## src/rtl/irq_pkg.sv

```systemverilog
package irq_pkg;

  localparam int unsigned IRQ_SRC_N   = 8;
  localparam int unsigned IRQ_LVL_N   = 2;
  localparam int unsigned POS_PKT     = 7;
  localparam int unsigned POS_ALL     = 6;
  localparam int unsigned POS_TX_OVF  = 5;
  localparam int unsigned POS_RX_UNF  = 4;
  localparam int unsigned POS_NOACK   = 3;
  localparam int unsigned POS_ARBLOST = 2;
  localparam int unsigned POS_TXREQ   = 1;
  localparam int unsigned POS_RXREQ   = 0;

  typedef enum logic {
    SEL_STATUS = 1'b0,
    SEL_MASK   = 1'b1
  } reg_sel_e;

  // Sticky update: a new event outranks a clear in the same cycle.
  function automatic logic sticky_next(input logic cur, input logic clr, input logic set);
    return set | (cur & ~clr);
  endfunction

  // Effective enable of one source: mask bit, or forced on for the bypass source.
  function automatic logic enable_bit(input logic mask_bit, input logic is_bypass_src,
                                      input logic bypass_on);
    return mask_bit | (is_bypass_src & bypass_on);
  endfunction

endpackage

```

## src/rtl/irq_src_capture.sv

```systemverilog
module irq_src_capture
  import irq_pkg::*;
#(
  parameter int unsigned N_SRC = IRQ_SRC_N,
  parameter int unsigned N_LVL = IRQ_LVL_N
) (
  input  logic                   clk,
  input  logic                   rst_n,
  input  logic [N_SRC-N_LVL-1:0] evt_i,
  input  logic [N_LVL-1:0]       req_i,
  input  logic [N_SRC-N_LVL-1:0] clr_i,
  output logic [N_SRC-1:0]       status_o
);
  localparam int unsigned N_EVT = N_SRC - N_LVL;

  logic [N_SRC-1:0] stat_q;
  logic [N_SRC-1:0] stat_d;

  generate
    for (genvar b = 0; b < N_SRC; b++) begin : g_bit
      if (b < N_LVL) begin : g_lvl
        assign stat_d[b] = req_i[b];
      end else begin : g_evt
        assign stat_d[b] = sticky_next(stat_q[b], clr_i[b-N_LVL], evt_i[b-N_LVL]);
      end
    end
  endgenerate

  always_ff @(posedge clk or negedge rst_n) begin
    if (!rst_n) stat_q <= '0;
    else        stat_q <= stat_d;
  end

  assign status_o = stat_q;

  logic [N_EVT-1:0] evt_hi;
  assign evt_hi = stat_q[N_SRC-1:N_LVL];

  // an event bit not being cleared stays set
  assert_event_hold_R3: assert property (@(posedge clk) disable iff (!rst_n)
    |(evt_hi & ~clr_i) |=> ((evt_hi & $past(evt_hi & ~clr_i)) == $past(evt_hi & ~clr_i)));

  // a cleared bit without a new event reads 0
  assert_w1c_clear_R4: assert property (@(posedge clk) disable iff (!rst_n)
    |(clr_i & ~evt_i) |=> ((evt_hi & $past(clr_i & ~evt_i)) == '0));

  // a new event is set even when cleared in the same cycle
  assert_set_wins_R5: assert property (@(posedge clk) disable iff (!rst_n)
    |evt_i |=> ((evt_hi & $past(evt_i)) == $past(evt_i)));

  // level bits track the request one edge later
  assert_level_track_R6: assert property (@(posedge clk) disable iff (!rst_n)
    rst_n |=> (stat_q[N_LVL-1:0] == $past(req_i)));

endmodule

```

## src/rtl/irq_mask_reg.sv

```systemverilog
module irq_mask_reg
  import irq_pkg::*;
#(
  parameter int unsigned N_SRC   = IRQ_SRC_N,
  parameter int unsigned PKT_POS = POS_PKT
) (
  input  logic             clk,
  input  logic             rst_n,
  input  logic             wr_i,
  input  logic [N_SRC-1:0] wdata_i,
  input  logic             bypass_i,
  output logic [N_SRC-1:0] mask_o,
  output logic [N_SRC-1:0] eff_mask_o
);
  logic [N_SRC-1:0] mask_q;

  always_ff @(posedge clk or negedge rst_n) begin
    if (!rst_n)    mask_q <= '0;
    else if (wr_i) mask_q <= wdata_i;
  end

  generate
    for (genvar b = 0; b < N_SRC; b++) begin : g_en
      assign eff_mask_o[b] = enable_bit(mask_q[b], (b == PKT_POS), bypass_i);
    end
  endgenerate

  assign mask_o = mask_q;

  // a mask write is read back unchanged
  assert_mask_load_R7: assert property (@(posedge clk) disable iff (!rst_n)
    wr_i |=> (mask_q == $past(wdata_i)));

  // no write keeps the mask stable
  assert_mask_hold_R7: assert property (@(posedge clk) disable iff (!rst_n)
    !wr_i |=> $stable(mask_q));

endmodule

```

## src/rtl/irq_out_gate.sv

```systemverilog
module irq_out_gate
  import irq_pkg::*;
#(
  parameter int unsigned N_SRC = IRQ_SRC_N
) (
  input  logic             clk,
  input  logic             rst_n,
  input  logic [N_SRC-1:0] status_i,
  input  logic [N_SRC-1:0] eff_mask_i,
  output logic             irq_o
);
  logic [N_SRC-1:0] pending_w;
  logic             irq_q;

  assign pending_w = status_i & eff_mask_i;

  always_ff @(posedge clk or negedge rst_n) begin
    if (!rst_n) irq_q <= 1'b0;
    else        irq_q <= |pending_w;
  end

  assign irq_o = irq_q;

  // an enabled pending bit raises the line one edge later
  assert_irq_rise_R8: assert property (@(posedge clk) disable iff (!rst_n)
    (|pending_w) |=> irq_q);

  // no enabled pending bit drops the line one edge later
  assert_irq_fall_R8: assert property (@(posedge clk) disable iff (!rst_n)
    !(|pending_w) |=> !irq_q);

endmodule

```

## src/rtl/irq_status_unit.sv

```systemverilog
module irq_status_unit
  import irq_pkg::*;
#(
  parameter int unsigned N_SRC   = IRQ_SRC_N,
  parameter int unsigned N_LVL   = IRQ_LVL_N,
  parameter int unsigned PKT_POS = POS_PKT
) (
  input  logic                   clk,
  input  logic                   rst_n,
  input  logic [N_SRC-N_LVL-1:0] evt_i,
  input  logic [N_LVL-1:0]       req_i,
  input  logic                   pkt_bypass_i,
  input  logic                   reg_we_i,
  input  logic                   reg_sel_i,
  input  logic [N_SRC-1:0]       reg_wdata_i,
  output logic [N_SRC-1:0]       reg_rdata_o,
  output logic                   irq_o
);
  localparam int unsigned N_EVT   = N_SRC - N_LVL;
  localparam int unsigned PKT_EVT = PKT_POS - N_LVL;

  reg_sel_e         sel_w;
  logic             status_wr_w;
  logic             mask_wr_w;
  logic [N_EVT-1:0] clr_w;
  logic [N_SRC-1:0] status_w;
  logic [N_SRC-1:0] mask_w;
  logic [N_SRC-1:0] eff_mask_w;

  assign sel_w       = reg_sel_e'(reg_sel_i);
  assign status_wr_w = reg_we_i && (sel_w == SEL_STATUS);
  assign mask_wr_w   = reg_we_i && (sel_w == SEL_MASK);
  assign clr_w       = status_wr_w ? reg_wdata_i[N_SRC-1:N_LVL] : '0;

  irq_src_capture #(.N_SRC(N_SRC), .N_LVL(N_LVL)) u_capture (
    .clk      (clk),
    .rst_n    (rst_n),
    .evt_i    (evt_i),
    .req_i    (req_i),
    .clr_i    (clr_w),
    .status_o (status_w)
  );

  irq_mask_reg #(.N_SRC(N_SRC), .PKT_POS(PKT_POS)) u_mask (
    .clk        (clk),
    .rst_n      (rst_n),
    .wr_i       (mask_wr_w),
    .wdata_i    (reg_wdata_i),
    .bypass_i   (pkt_bypass_i),
    .mask_o     (mask_w),
    .eff_mask_o (eff_mask_w)
  );

  irq_out_gate #(.N_SRC(N_SRC)) u_gate (
    .clk        (clk),
    .rst_n      (rst_n),
    .status_i   (status_w),
    .eff_mask_i (eff_mask_w),
    .irq_o      (irq_o)
  );

  always_comb begin
    case (sel_w)
      SEL_MASK: reg_rdata_o = mask_w;
      default:  reg_rdata_o = status_w;
    endcase
  end

  // packet-done with bypass on raises the line whatever its mask bit
  assert_pkt_bypass_R9: assert property (@(posedge clk) disable iff (!rst_n)
    (pkt_bypass_i && status_w[PKT_POS]) |=> irq_o);

  // a packet-done pulse is captured even when its mask bit is 0
  assert_masked_capture_R10: assert property (@(posedge clk) disable iff (!rst_n)
    (evt_i[PKT_EVT] && !mask_w[PKT_POS]) |=> status_w[PKT_POS]);

endmodule

```

## config.mk

```make
export PLATFORM = sky130hd
export DESIGN_NAME = irq_status_unit
export DESIGN_NICKNAME = d
export VERILOG_FILES = /design/src/rtl/irq_pkg.sv /design/src/rtl/irq_src_capture.sv /design/src/rtl/irq_mask_reg.sv /design/src/rtl/irq_out_gate.sv /design/src/rtl/irq_status_unit.sv
export SDC_FILE = /design/constraint.sdc
export NUM_CORES = 1
export LEC_CHECK = 0
export BUFFER_PORTS_ARGS = -buffer_cell sky130_fd_sc_hd__buf_2
export CAP_MARGIN = 20
export CORE_UTILIZATION = 52
export DETAILED_ROUTE_END_ITERATION = 6
export MAX_ROUTING_LAYER = met4
export PLACE_DENSITY = 0.85
export SLEW_MARGIN = 20
export SYNTH_ARGS = -nofsm -noshare
export SYNTH_HDL_FRONTEND = slang
export SYNTH_HIERARCHICAL = 1
export SYNTH_SLANG_ARGS = --single-unit
```

## constraint.sdc

```tcl
create_clock -name clk -period 1.9 [get_ports clk]
set_input_delay 0.095 -clock clk [delete_from_list [all_inputs] [get_ports clk]]
set_output_delay 0.095 -clock clk [all_outputs]
set_load 0.01 [all_outputs]
```

; ---- Word-level counts from Yosys, hierarchy flattened
; Cells that the tools add are included.
[classes]
bitwise_logic = 21
n_reduce_logical = 3
muxes = 2
[op_table]
columns = operator, n
row1 = $and A8 B8 Y8, 1
row2 = $mux W8, 1
row3 = $reduce_or A8 Y1, 1
row4 = $not A1 Y1, 7
row5 = $or A1 B1 Y1, 7
row6 = $and A1 B1 Y1, 6
row7 = $mux W6, 1
row8 = $logic_and A1 B1 Y1, 2
[word_totals]
output_inout_bits = 9
word_cells = 29
ff_bits = 17

; ---- Logic depth before layout (Yosys ltp)
[logic_depth]
ltp_word = 6
ltp_mapped = 5

; ---- Modules after synthesis
; The synthesis kept the hierarchy.
[modules_own_cells]
columns = module, cells_each, n_inst, seq_area_each_um2, area_per_inst_um2
row1 = irq_mask_reg, 25, 1, 200.2, 390.4
row2 = irq_src_capture, 20, 1, 200.2, 267.8
row3 = irq_status_unit, 17, 1, 0.0, 186.4
row4 = irq_out_gate, 6, 1, 25.0, 61.3

; ---- Least setup slack after synthesis
; Ideal clock, no wire load.
[synth_timing]
path_kind = input to register
from = input reg_sel_i
to = register u_mask.mask_q[0] (netlist: u_mask/mask_o[0])
t_required_ns = 1.775
cell_stages = 5
slack_ns = 0.886
arrival_ns = 0.889
cell_sequence = buf_6 > buf_8 > and2_1 > buf_6 > mux2_4
[synth_via]
elab_chain_len = 1
[synth_rtl]
columns = item, line
row1 = start: declaration, irq_status_unit.sv:14  ; input logic reg_sel_i,
row2 = $logic_and A1 B1 Y1, irq_status_unit.sv:32  ; assign mask_wr_w = reg_we_i && (sel_w == SEL_MASK);
row3 = net mask_wr_w, irq_status_unit.sv:24  ; logic mask_wr_w;
row4 = end signal: assignment, irq_mask_reg.sv:19  ; else if (wr_i) mask_q <= wdata_i;
row5 = end: declaration, irq_mask_reg.sv:15  ; logic [N_SRC-1:0] mask_q;
; The timed path passes the listed nets, and every way through them passes these cells.
; A chain may end at the register's enable or synchronous reset.

; ---- Final worst setup path
[layout_timing]
from = register u_mask.mask_q[2] (netlist: u_mask/mask_o[2])
to = output reg_rdata_o[2]
[layout_via]
elab_chain_len = 1
[layout_rtl]
columns = item, line
row1 = $mux W8, irq_status_unit.sv:63  ; case (sel_w)
row2 = end: declaration, irq_status_unit.sv:16  ; output logic [N_SRC-1:0] reg_rdata_o,
; Every way passes these cells.

==> impl_metrics.tcl <==
set metrics [dict create \
    status "complete, but fails checks" \
    violations "design-rule violations" \
    antenna_found_initial 0 \
    fin_crit_sh_pct 63.8 \
    hp-class "in2reg" \
    end_kind "output port" \
    io_buffers 29 \
    crit_required_ps 1800 \
    rows 14 \
    root_buffer "clkbuf_4" \
    ctsHoldBuffers 9 \
    instances_no_fill 116 \
    setup_tns_ps 0 \
    synthCells 68 \
    setup_violations 0 \
    worstSetupStartpointType "flop" \
    dpl.hpwl_um 1120 \
    grt_pass1_vias 631 \
    cts_tree "built" \
    cts_resized 0 \
    synth_seq_area_share_pct 47.0 \
    post-route-min-period_ps 1210 \
    synth_cell_types 13 \
    maxSlewViolCount 0 \
    max_slew_margin_pct 63.3 \
    arrival_ps 1120 \
    worst_slew_pin_slew_ps 551 \
    cts-buffers-inserted 3 \
    grt_pass1_wl_um 2710 \
    path_delay_family "flip-flops" \
    ys_ff_latch 17 \
    wl_per_cell_um 13.7 \
    first_pass_iters 5 \
    crit_slowest_cell "dfrtp_1" \
    fmax_ghz 0.825 \
    ant_nets 0 \
    worstPathMaxFanout 3 \
    die_area_um2 1910 \
    max_cap_violations 0 \
    leakagePower_nw 0.537 \
    synth_fp_nets 89 \
    dp.cells 103 \
    cts_setup_buffers 0 \
    yosysWarningCount 6 \
    vias_per_cell 5.30 \
    critPathKind "reg2out" \
    die_h_um 43.7 \
    grt_overflow 0 \
    worstSkewPairLatency_ps 300 \
    drt_iter0_drc 5 \
    diodes 0 \
    syn_area_um2 906 \
    dr_total_vias 615 \
    cp.buffers_inverters 1 \
    post-place-ws_ps 517 \
    skew_ps 7.56 \
    ir_drop_uv 525 \
    slowest_delay_ps 420 \
    power_density_nw_per_um2 728 \
    rsz0062_at_grt "no" \
    globalRouteTotalUtil_pct 20.7 \
    final_nets 122 \
    final.setup.worst_slack_ps 689 \
    core_area_um2 1560 \
    grt_max_degree 18 \
    syn2layout_area_growth_pct 21.3 \
    path_cells "mux2_2 > buf_2" \
    syn_avg_cell_area_um2 13.3 \
    h-tree-depth 1 \
    cts.sinks 17 \
    wl_um 1590 \
    drive_gt1_share_pct 50.0 \
    ios 30 \
    initial_utilization_pct 58.1 \
    die_w_um 43.7 \
    finalHoldViolCount 0 \
    cts_buffer_depth 2 \
    power_mw 0.799 \
    clkTransAtPathRegs_ps 100 \
    drc 2 \
    gp_congestion 0.788 \
]
-- final timing paths --
path                                              endpoint  slack [ps]  cells past startpoint                       startpoint
min in group asynchronous  u_capture/status_o[3]$_DFF_PN0_         240                      2                            rst_n
max                                         reg_rdata_o[2]         690                      2     u_mask/mask_o[2]$_DFFE_PN0P_
min                           u_mask/mask_o[0]$_DFFE_PN0P_          30                      2                   reg_wdata_i[0]
max reg2reg                         u_gate/irq_o$_DFF_PN0_         860                      3     u_mask/mask_o[7]$_DFFE_PN0P_
max in group asynchronous  u_capture/status_o[1]$_DFF_PN0_        1380                      2                            rst_n
min reg2reg                u_capture/status_o[6]$_DFF_PN0_         520                      1  u_capture/status_o[6]$_DFF_PN0_
-- stage by stage --
stage / utilization, % / area, um2 / hold WS [ps]
2_1_floorplan: - / 906 / -201
3_3_place_gp: 62.9 / 981 / 32.8
3_5_place_dp: 62.9 / 981 / 32.4
4_1_cts: 70.5 / 1100 / 19.1
5_1_grt: 70.5 / 1100 / 9.93
6_report: 70.5 / 1100 / 27.8
-- layer usage --
metal	track usage, %	up-vias	share of wire (%)
li1	-	291	-
met1	24.6	297	47
met2	32.2	22	46
met3	7.50	5	5.9
met4	7.50	0	1.7
met5	-	-	0
-- cells in the final DEF, fill, tap and decap left out --
cell and instances:
clkinv_2 1, dfrtp_1 17, a22oi_1 4, nand4_1 1, or2_2 1, clkbuf_4 3
mux2_2 5, and3b_1 6, a21o_1 6, mux2_4 11, inv_1 6, buf_2 29
and2_1 1, dlygate4sd3_1 9
-- flip-flops by register name, summed over array words and instances (netlist names) --
| register | cells |
|---|---|
| u_capture/status_o | 8 |
| u_mask/mask_o | 8 |
| u_gate/irq_o | 1 |
-- synth_stat cells (all sizes together) --
cell type   n  area share, %
inv         6            2.5
nand4       1           0.69
mux2       16             24
and3b       6            5.8
or2         1           0.69
and2        1           0.69
a22oi       4            3.3
buf        10            9.9
a21o        6            5.0
dfrtp      17             47
-- cell type report --
class                      instances  area (um2)
fill                             114         460
sequential                        17         425
multi-input combinational         35         368
timing repair buffer              38         235
clock buffer                       3        22.5
inverter                           6        22.5
tap                               16        20.0
clock inverter                     1        5.00
-- power breakdown --
part | total (mW) | switching [mW] | internal [mW] | leakage [nW]
clock | 0.194 | 0.115 | 0.0784 | 0.0177
sequential | 0.423 | 0.0273 | 0.396 | 0.183
combinational | 0.182 | 0.0666 | 0.116 | 0.337
total | 0.799 | 0.209 | 0.590 | 0.537
-- cells by family (layout without fill, tap and decap cells) --
| kind of cell | count (synthesis) | in the layout | share of synthesized area [%] |
|---|---|---|---|
| multiplexers | 16 | 16 | 24.4 |
| buffers and inverters | 16 | 48 | 12.4 |
| flip-flops | 17 | 17 | 47.0 |
| AND/OR/NAND/NOR | 9 | 9 | 7.87 |
| AO/OA/AOI/OAI | 10 | 10 | 8.29 |
Note: power is estimated with default switching activity, not from simulation.
